`config.mk`:
```
export PLATFORM = sky130hd
export DESIGN_NAME = keypad_status_unit
export DESIGN_NICKNAME = d
export VERILOG_FILES = /design/src/rtl/keypad_pkg.sv /design/src/rtl/key_sync.sv /design/src/rtl/key_pair_filter.sv /design/src/rtl/key_ctrl_regs.sv /design/src/rtl/key_irq_unit.sv /design/src/rtl/keypad_status_unit.sv
export SDC_FILE = /design/constraint.sdc
export NUM_CORES = 1
export LEC_CHECK = 0
export ABC_CLOCK_PERIOD_IN_PS = 1700
export BUFFER_PORTS_ARGS = -buffer_cell sky130_fd_sc_hd__buf_2
export CAP_MARGIN = 10
export CORE_MARGIN = 3
export CORE_UTILIZATION = 29
export CTS_CLUSTER_SIZE = 10
export DETAILED_ROUTE_END_ITERATION = 16
export GPL_ROUTABILITY_DRIVEN = 0
export PLACE_DENSITY = 0.6
export SLEW_MARGIN = 30
export SYNTH_ARGS = -nofsm -noshare
export SYNTH_HDL_FRONTEND = slang
export SYNTH_HIERARCHICAL = 1
export SYNTH_SLANG_ARGS = --single-unit
```
`constraint.sdc`:
```
create_clock -name clk -period 1.7 [get_ports clk]
set_input_delay 0.085 -clock clk [delete_from_list [all_inputs] [get_ports clk]]
set_output_delay 0.085 -clock clk [all_outputs]
set_load 0.005 [all_outputs]
```
`src/rtl/keypad_pkg.sv`:
```
package keypad_pkg;

    localparam int KEY_COUNT = 10;
    localparam int REG_W     = 16;
    localparam int PAIR_COUNT = 2;

    localparam logic [REG_W-1:0] CTRL_MASK = 16'hC3FF;

    // Lower index of each opposing pair; the partner is the next bit.
    localparam int PAIR_BASE [PAIR_COUNT] = '{4, 6};

    typedef enum logic {
        MATCH_ANY = 1'b0,
        MATCH_ALL = 1'b1
    } match_mode_e;

    typedef struct packed {
        match_mode_e            mode;
        logic                   irq_en;
        logic [3:0]             pad;
        logic [KEY_COUNT-1:0]   select;
    } key_ctrl_t;

    function automatic logic [REG_W-1:0] status_word(input logic [KEY_COUNT-1:0] pressed);
        status_word = {{(REG_W-KEY_COUNT){1'b0}}, ~pressed};
    endfunction

    function automatic logic key_match(input key_ctrl_t c,
                                       input logic [KEY_COUNT-1:0] pressed);
        logic [KEY_COUNT-1:0] hit;
        hit = pressed & c.select;
        if (c.mode == MATCH_ALL)
            key_match = (c.select != '0) && (hit == c.select);
        else
            key_match = (hit != '0);
    endfunction

endpackage

```
`src/rtl/key_sync.sv`:
```
module key_sync #(
    parameter int WIDTH  = 10,
    parameter int STAGES = 2
) (
    input  logic             clk,
    input  logic             rst,
    input  logic [WIDTH-1:0] d,
    output logic [WIDTH-1:0] q
);
    logic [WIDTH-1:0] stage_q [STAGES];

    genvar s;
    generate
        for (s = 0; s < STAGES; s++) begin : g_stage
            always_ff @(posedge clk) begin
                if (rst)
                    stage_q[s] <= '0;
                else if (s == 0)
                    stage_q[s] <= d;
                else
                    stage_q[s] <= stage_q[(s == 0) ? 0 : s-1];
            end
        end
    endgenerate

    assign q = stage_q[STAGES-1];
endmodule

```
`src/rtl/key_pair_filter.sv`:
```
module key_pair_filter #(
    parameter int WIDTH = 10,
    parameter int LO    = 4
) (
    input  logic             bypass,
    input  logic [WIDTH-1:0] in_keys,
    output logic [WIDTH-1:0] out_keys
);
    localparam int HI = LO + 1;

    logic clash;

    always_comb begin
        clash    = in_keys[LO] & in_keys[HI] & ~bypass;
        out_keys = in_keys;
        if (clash) begin
            out_keys[LO] = 1'b0;
            out_keys[HI] = 1'b0;
        end
    end
endmodule

```
`src/rtl/key_ctrl_regs.sv`:
```
module key_ctrl_regs
    import keypad_pkg::*;
#(
    parameter int               ADDR_W      = 4,
    parameter logic [ADDR_W-1:0] STATUS_IDX = 4'd0,
    parameter logic [ADDR_W-1:0] CTRL_IDX   = 4'd1
) (
    input  logic                 clk,
    input  logic                 rst,
    input  logic [ADDR_W-1:0]    bus_addr,
    input  logic                 bus_we,
    input  logic [REG_W-1:0]     bus_wdata,
    input  logic [KEY_COUNT-1:0] pressed,
    output logic [REG_W-1:0]     bus_rdata,
    output key_ctrl_t            ctrl,
    output logic                 ctrl_written
);
    key_ctrl_t ctrl_q;
    logic      wr_q;
    logic      ctrl_hit;

    assign ctrl_hit = bus_we && (bus_addr == CTRL_IDX);

    always_ff @(posedge clk) begin
        if (rst) begin
            ctrl_q <= '0;
            wr_q   <= 1'b0;
        end else begin
            wr_q <= ctrl_hit;
            if (ctrl_hit)
                ctrl_q <= key_ctrl_t'(bus_wdata & CTRL_MASK);
        end
    end

    always_comb begin
        unique case (bus_addr)
            STATUS_IDX: bus_rdata = status_word(pressed);
            CTRL_IDX:   bus_rdata = REG_W'(ctrl_q);
            default:    bus_rdata = '0;
        endcase
    end

    assign ctrl         = ctrl_q;
    assign ctrl_written = wr_q;

    a_r6_masked_store: assert property (@(posedge clk) disable iff (rst)
        ctrl_hit |=> (REG_W'(ctrl_q) == ($past(bus_wdata) & CTRL_MASK)));

    a_r7_status_write_ignored: assert property (@(posedge clk) disable iff (rst)
        (bus_we && bus_addr == STATUS_IDX) |=> $stable(ctrl_q));

    a_r11_write_flag: assert property (@(posedge clk) disable iff (rst)
        ctrl_hit |=> ctrl_written);
endmodule

```
`src/rtl/key_irq_unit.sv`:
```
module key_irq_unit
    import keypad_pkg::*;
(
    input  logic                 clk,
    input  logic                 rst,
    input  key_ctrl_t            ctrl,
    input  logic                 ctrl_written,
    input  logic [KEY_COUNT-1:0] pressed,
    output logic                 irq
);
    logic cond;
    logic cond_prev;
    logic irq_q;

    always_comb begin
        cond = ctrl.irq_en && key_match(ctrl, pressed);
    end

    always_ff @(posedge clk) begin
        if (rst) begin
            cond_prev <= 1'b0;
            irq_q     <= 1'b0;
        end else begin
            cond_prev <= cond;
            irq_q     <= cond && (!cond_prev || ctrl_written);
        end
    end

    assign irq = irq_q;

    a_r8_needs_enable: assert property (@(posedge clk) disable iff (rst)
        irq |-> $past(ctrl.irq_en));

    a_r9_all_selected: assert property (@(posedge clk) disable iff (rst)
        (irq && $past(ctrl.mode) == MATCH_ALL) |->
            (($past(pressed) & $past(ctrl.select)) == $past(ctrl.select)));

    a_r10_single_pulse: assert property (@(posedge clk) disable iff (rst)
        (irq && !ctrl_written) |=> !irq);
endmodule

```
`src/rtl/keypad_status_unit.sv`:
```
module keypad_status_unit
    import keypad_pkg::*;
#(
    parameter int ADDR_W      = 4,
    parameter int SYNC_STAGES = 2,
    parameter int STATUS_IDX  = 0,
    parameter int CTRL_IDX    = 1
) (
    input  logic                 clk,
    input  logic                 rst,
    input  logic [KEY_COUNT-1:0] key_raw,
    input  logic                 filter_bypass,
    input  logic [ADDR_W-1:0]    bus_addr,
    input  logic                 bus_we,
    input  logic [REG_W-1:0]     bus_wdata,
    output logic [REG_W-1:0]     bus_rdata,
    output logic                 key_irq
);
    logic [KEY_COUNT-1:0] synced;
    logic [KEY_COUNT-1:0] chain [PAIR_COUNT+1];
    logic [KEY_COUNT-1:0] pressed;
    key_ctrl_t            ctrl;
    logic                 ctrl_written;

    key_sync #(.WIDTH(KEY_COUNT), .STAGES(SYNC_STAGES)) u_sync (
        .clk (clk),
        .rst (rst),
        .d   (key_raw),
        .q   (synced)
    );

    assign chain[0] = synced;

    genvar p;
    generate
        for (p = 0; p < PAIR_COUNT; p++) begin : g_pair
            key_pair_filter #(.WIDTH(KEY_COUNT), .LO(PAIR_BASE[p])) u_filt (
                .bypass   (filter_bypass),
                .in_keys  (chain[p]),
                .out_keys (chain[p+1])
            );
        end
    endgenerate

    assign pressed = chain[PAIR_COUNT];

    key_ctrl_regs #(
        .ADDR_W     (ADDR_W),
        .STATUS_IDX (ADDR_W'(STATUS_IDX)),
        .CTRL_IDX   (ADDR_W'(CTRL_IDX))
    ) u_regs (
        .clk          (clk),
        .rst          (rst),
        .bus_addr     (bus_addr),
        .bus_we       (bus_we),
        .bus_wdata    (bus_wdata),
        .pressed      (pressed),
        .bus_rdata    (bus_rdata),
        .ctrl         (ctrl),
        .ctrl_written (ctrl_written)
    );

    key_irq_unit u_irq (
        .clk          (clk),
        .rst          (rst),
        .ctrl         (ctrl),
        .ctrl_written (ctrl_written),
        .pressed      (pressed),
        .irq          (key_irq)
    );

    a_r3_horizontal_pair: assert property (@(posedge clk) disable iff (rst)
        (!filter_bypass && synced[4] && synced[5] && bus_addr == ADDR_W'(STATUS_IDX))
            |-> (bus_rdata[4] && bus_rdata[5]));

    a_r4_vertical_pair: assert property (@(posedge clk) disable iff (rst)
        (!filter_bypass && synced[6] && synced[7] && bus_addr == ADDR_W'(STATUS_IDX))
            |-> (bus_rdata[6] && bus_rdata[7]));

    a_r5_passthrough: assert property (@(posedge clk) disable iff (rst)
        (bus_addr == ADDR_W'(STATUS_IDX))
            |-> ({bus_rdata[9:8], bus_rdata[3:0]} == ~{synced[9:8], synced[3:0]}));
endmodule

```
==> summary.md <==
| Metric | Value |
|---|---|
| Non-filler cells in the finished layout | `291` |
| Cell family with most CP delay | `compound AO/OA/AOI/OAI gates` |
| Maximum clock path buffer count | `2` |
| Clk slew on worst S/H paths | `70 ps` |
| Power Density | `849 mW/mm^2` |
| Final hold vios | `0` |
| Crit path DAT | `1740 ps` |
| Clock skew | `3.90 ps` |
| Drt drc | `0` |
| Seq. cell area | `701 sq um` |
| GRT Residual Overflow | `0` |
| Resize count post-CTS | `0` |
| Post-route ant nets | `0` |
| Worst path bufs/invs | `0` |
| Slew Limit Fails | `0` |
| Highest Clock Rate | `0.647 GHz` |
| Placed Cells | `283` |
| All-Layer GR Usage | `0.103` |
| Final nets | `249` |
| Yosys warns | `6` |
| Final Setup Violations | `0` |
| P_int | `0.00139 W` |
| CTS Sinks | `35` |
| TritonCTS clock tree | `yes` |
| Synthesized area | `0.00179 sq mm` |
| Psw | `0.000348 W` |
| Root buffer cell | `clkbuf_8` |
| Final Cycle Share | `0.909` |
| Rows | `28` |
| Iteration-0 DRC Markers | `66` |
| Status | `complete, no violations` |
| Crit path launch type | `flip-flop` |
| FILL cells | `627` |
| Final Util | `0.345` |
| Syn avg cell area | `9.58 sq um` |
| WL per Instance | `11.8 microns` |
| Multi-input gate area | `860 sq um` |
| Syn Inst Count | `187` |
| Reg power frac | `0.494` |
| Total Wirelength | `3.44 mm` |
| Die area | `0.00716 sq mm` |
| CP required | `1900 ps` |
| Worst path max stage delay | `360 ps` |
| Crit-path cells | `a21boi_1 -> nor2b_4 -> o41ai_4 -> o41ai_2 -> nor4_2` |
| Vias after detailed routing | `1321` |
| RSZ-0062 raised after global routing | `false` |
| Initial Util | `0.301` |
| Hold Path Class | `in2reg` |
| Latest clock arrival within the worst-skew pair | `280 ps` |
| Peak supply drop | `0.454 mV` |
| Pre-Repair DR Iteration Count | `4` |
| Largest net degree at the start of global routing | `28` |
| Number of global-route vias before repair | `1237` |
| Switching share of power | `0.200` |
| Setup Fix Bufs, Post-CTS | `0` |
| Crit path kind | `reg2reg` |
| Final min period | `1550 ps` |
| First-pass GRT wire length | `5.91 mm` |
| Number of port buffers | `42` |
| Clock share of power | `0.426` |
| CP Max Fanout | `2` |
| Synthesis-to-layout area growth | `14.6%` |
| Hold WS | `11.4 ps` |
| Htree depth | `2` |
| I/O Pins | `51` |
| Combinational power share | `0.081` |
| Hold buffers post-CTS | `0` |
| Die X | `84.6 microns` |
| Setup TNS | `0 ps` |
| Total CTS buffers | `5` |
| Worst path slowest cell | `o41ai_4` |
| Max cap viols | `0` |
| Post-DP HPWL | `2.70 mm` |
| Diode count | `0` |
| DR vias/cell | `4.54` |
| Initial antenna violation count | `0` |
| Layout cells sized above 1 | `0.407` |
| Core Box Area | `0.00596 sq mm` |
| Static Leak | `0.849 nW` |
| Worst setup EP type | `flip-flop` |
| Vert. Die Dim | `84.6 microns` |
## routing by layer
metal	routed length, microns	track usage	part of all wire	vias up
li1	-	-	-	672
met1	1600	0.133	0.46	599
met2	1590	0.162	0.46	44
met3	199	0.0294	0.058	6
met4	51	0.0388	0.015	0
met5	0	0	0	-
## flip-flops by register name, summed over array words and instances, names as in the netlist
| signal | flops |
|---|---|
| u_sync/stage_q | 20 |
| u_irq/irq | 1 |
| u_regs/ctrl | 12 |
| u_irq/cond_prev | 1 |
| u_regs/ctrl_written | 1 |
## power by group through the flow
stage / Clock (W) / Combinational (W) / Sequential (W)
6_report: 0.000742 / 0.000141 / 0.000861
5_1_grt: 0.000815 / 0.000158 / 0.000863
4_1_cts: 0.000771 / 0.000143 / 0.000861
3_5_place_dp: 0 / 0.000143 / 0.000879
3_3_place_gp: 0 / 0.000141 / 0.000879
2_1_floorplan: 0 / 0.000118 / 0.000872
## stage by stage
| stage | setup WS (ps) | instance area, sq um | total power [W] |
|---|---|---|---|
| finish | 154 | 2050 | 0.00174 |
| global route | 64.4 | 2050 | 0.00184 |
| CTS | 148 | 2050 | 0.00178 |
| detailed placement | 150 | 1940 | 0.00102 |
| global placement | 197 | 1940 | 0.00102 |
| floorplan | 133 | 1800 | 0.000989 |
## cell type report
| class | count | share of cell area |
|---|---|---|
| inverter | 9 | 0.0165 |
| sequential | 35 | 0.341 |
| multi-input combinational | 117 | 0.419 |
| timing repair buffer | 47 | 0.121 |
| clock buffer | 6 | 0.0402 |
| tap | 75 | 0.0457 |
| clock inverter | 2 | 0.0171 |
## cell usage in the layout, fill, tap and decap left out, types with 2 or more instances in the layout
| cell type | instances |
|---|---|
| a21boi_1 | 4 |
| a21oi_1 | 2 |
| a22oi_1 | 4 |
| and2_1 | 3 |
| buf_2 | 42 |
| buf_4 | 5 |
| clkbuf_8 | 6 |
| conb_1 | 4 |
| dfxtp_1 | 35 |
| inv_1 | 9 |
| nand2_1 | 12 |
| nand2b_1 | 13 |
| nand4_1 | 2 |
| nand4b_1 | 12 |
| nor2_1 | 2 |
| nor2b_1 | 3 |
| nor2b_2 | 17 |
| nor2b_4 | 5 |
| o21ai_0 | 3 |
| o21ai_1 | 13 |
| o21ai_2 | 7 |
| o22ai_1 | 3 |
## final timing paths
check                                          start                    to  slack (ps)  depth (start not counted)
worst min-delay path                      key_raw[3]  u_sync/stage_q[0][3]          10                          2
worst min register to register  u_sync/stage_q[0][6]  u_sync/stage_q[1][6]         440                          1
worst max register to register  u_sync/stage_q[1][7]       u_irq/cond_prev         150                          5
worst max-delay path            u_sync/stage_q[1][7]       u_irq/cond_prev         150                          5
Power figures use the tool's default switching activity.
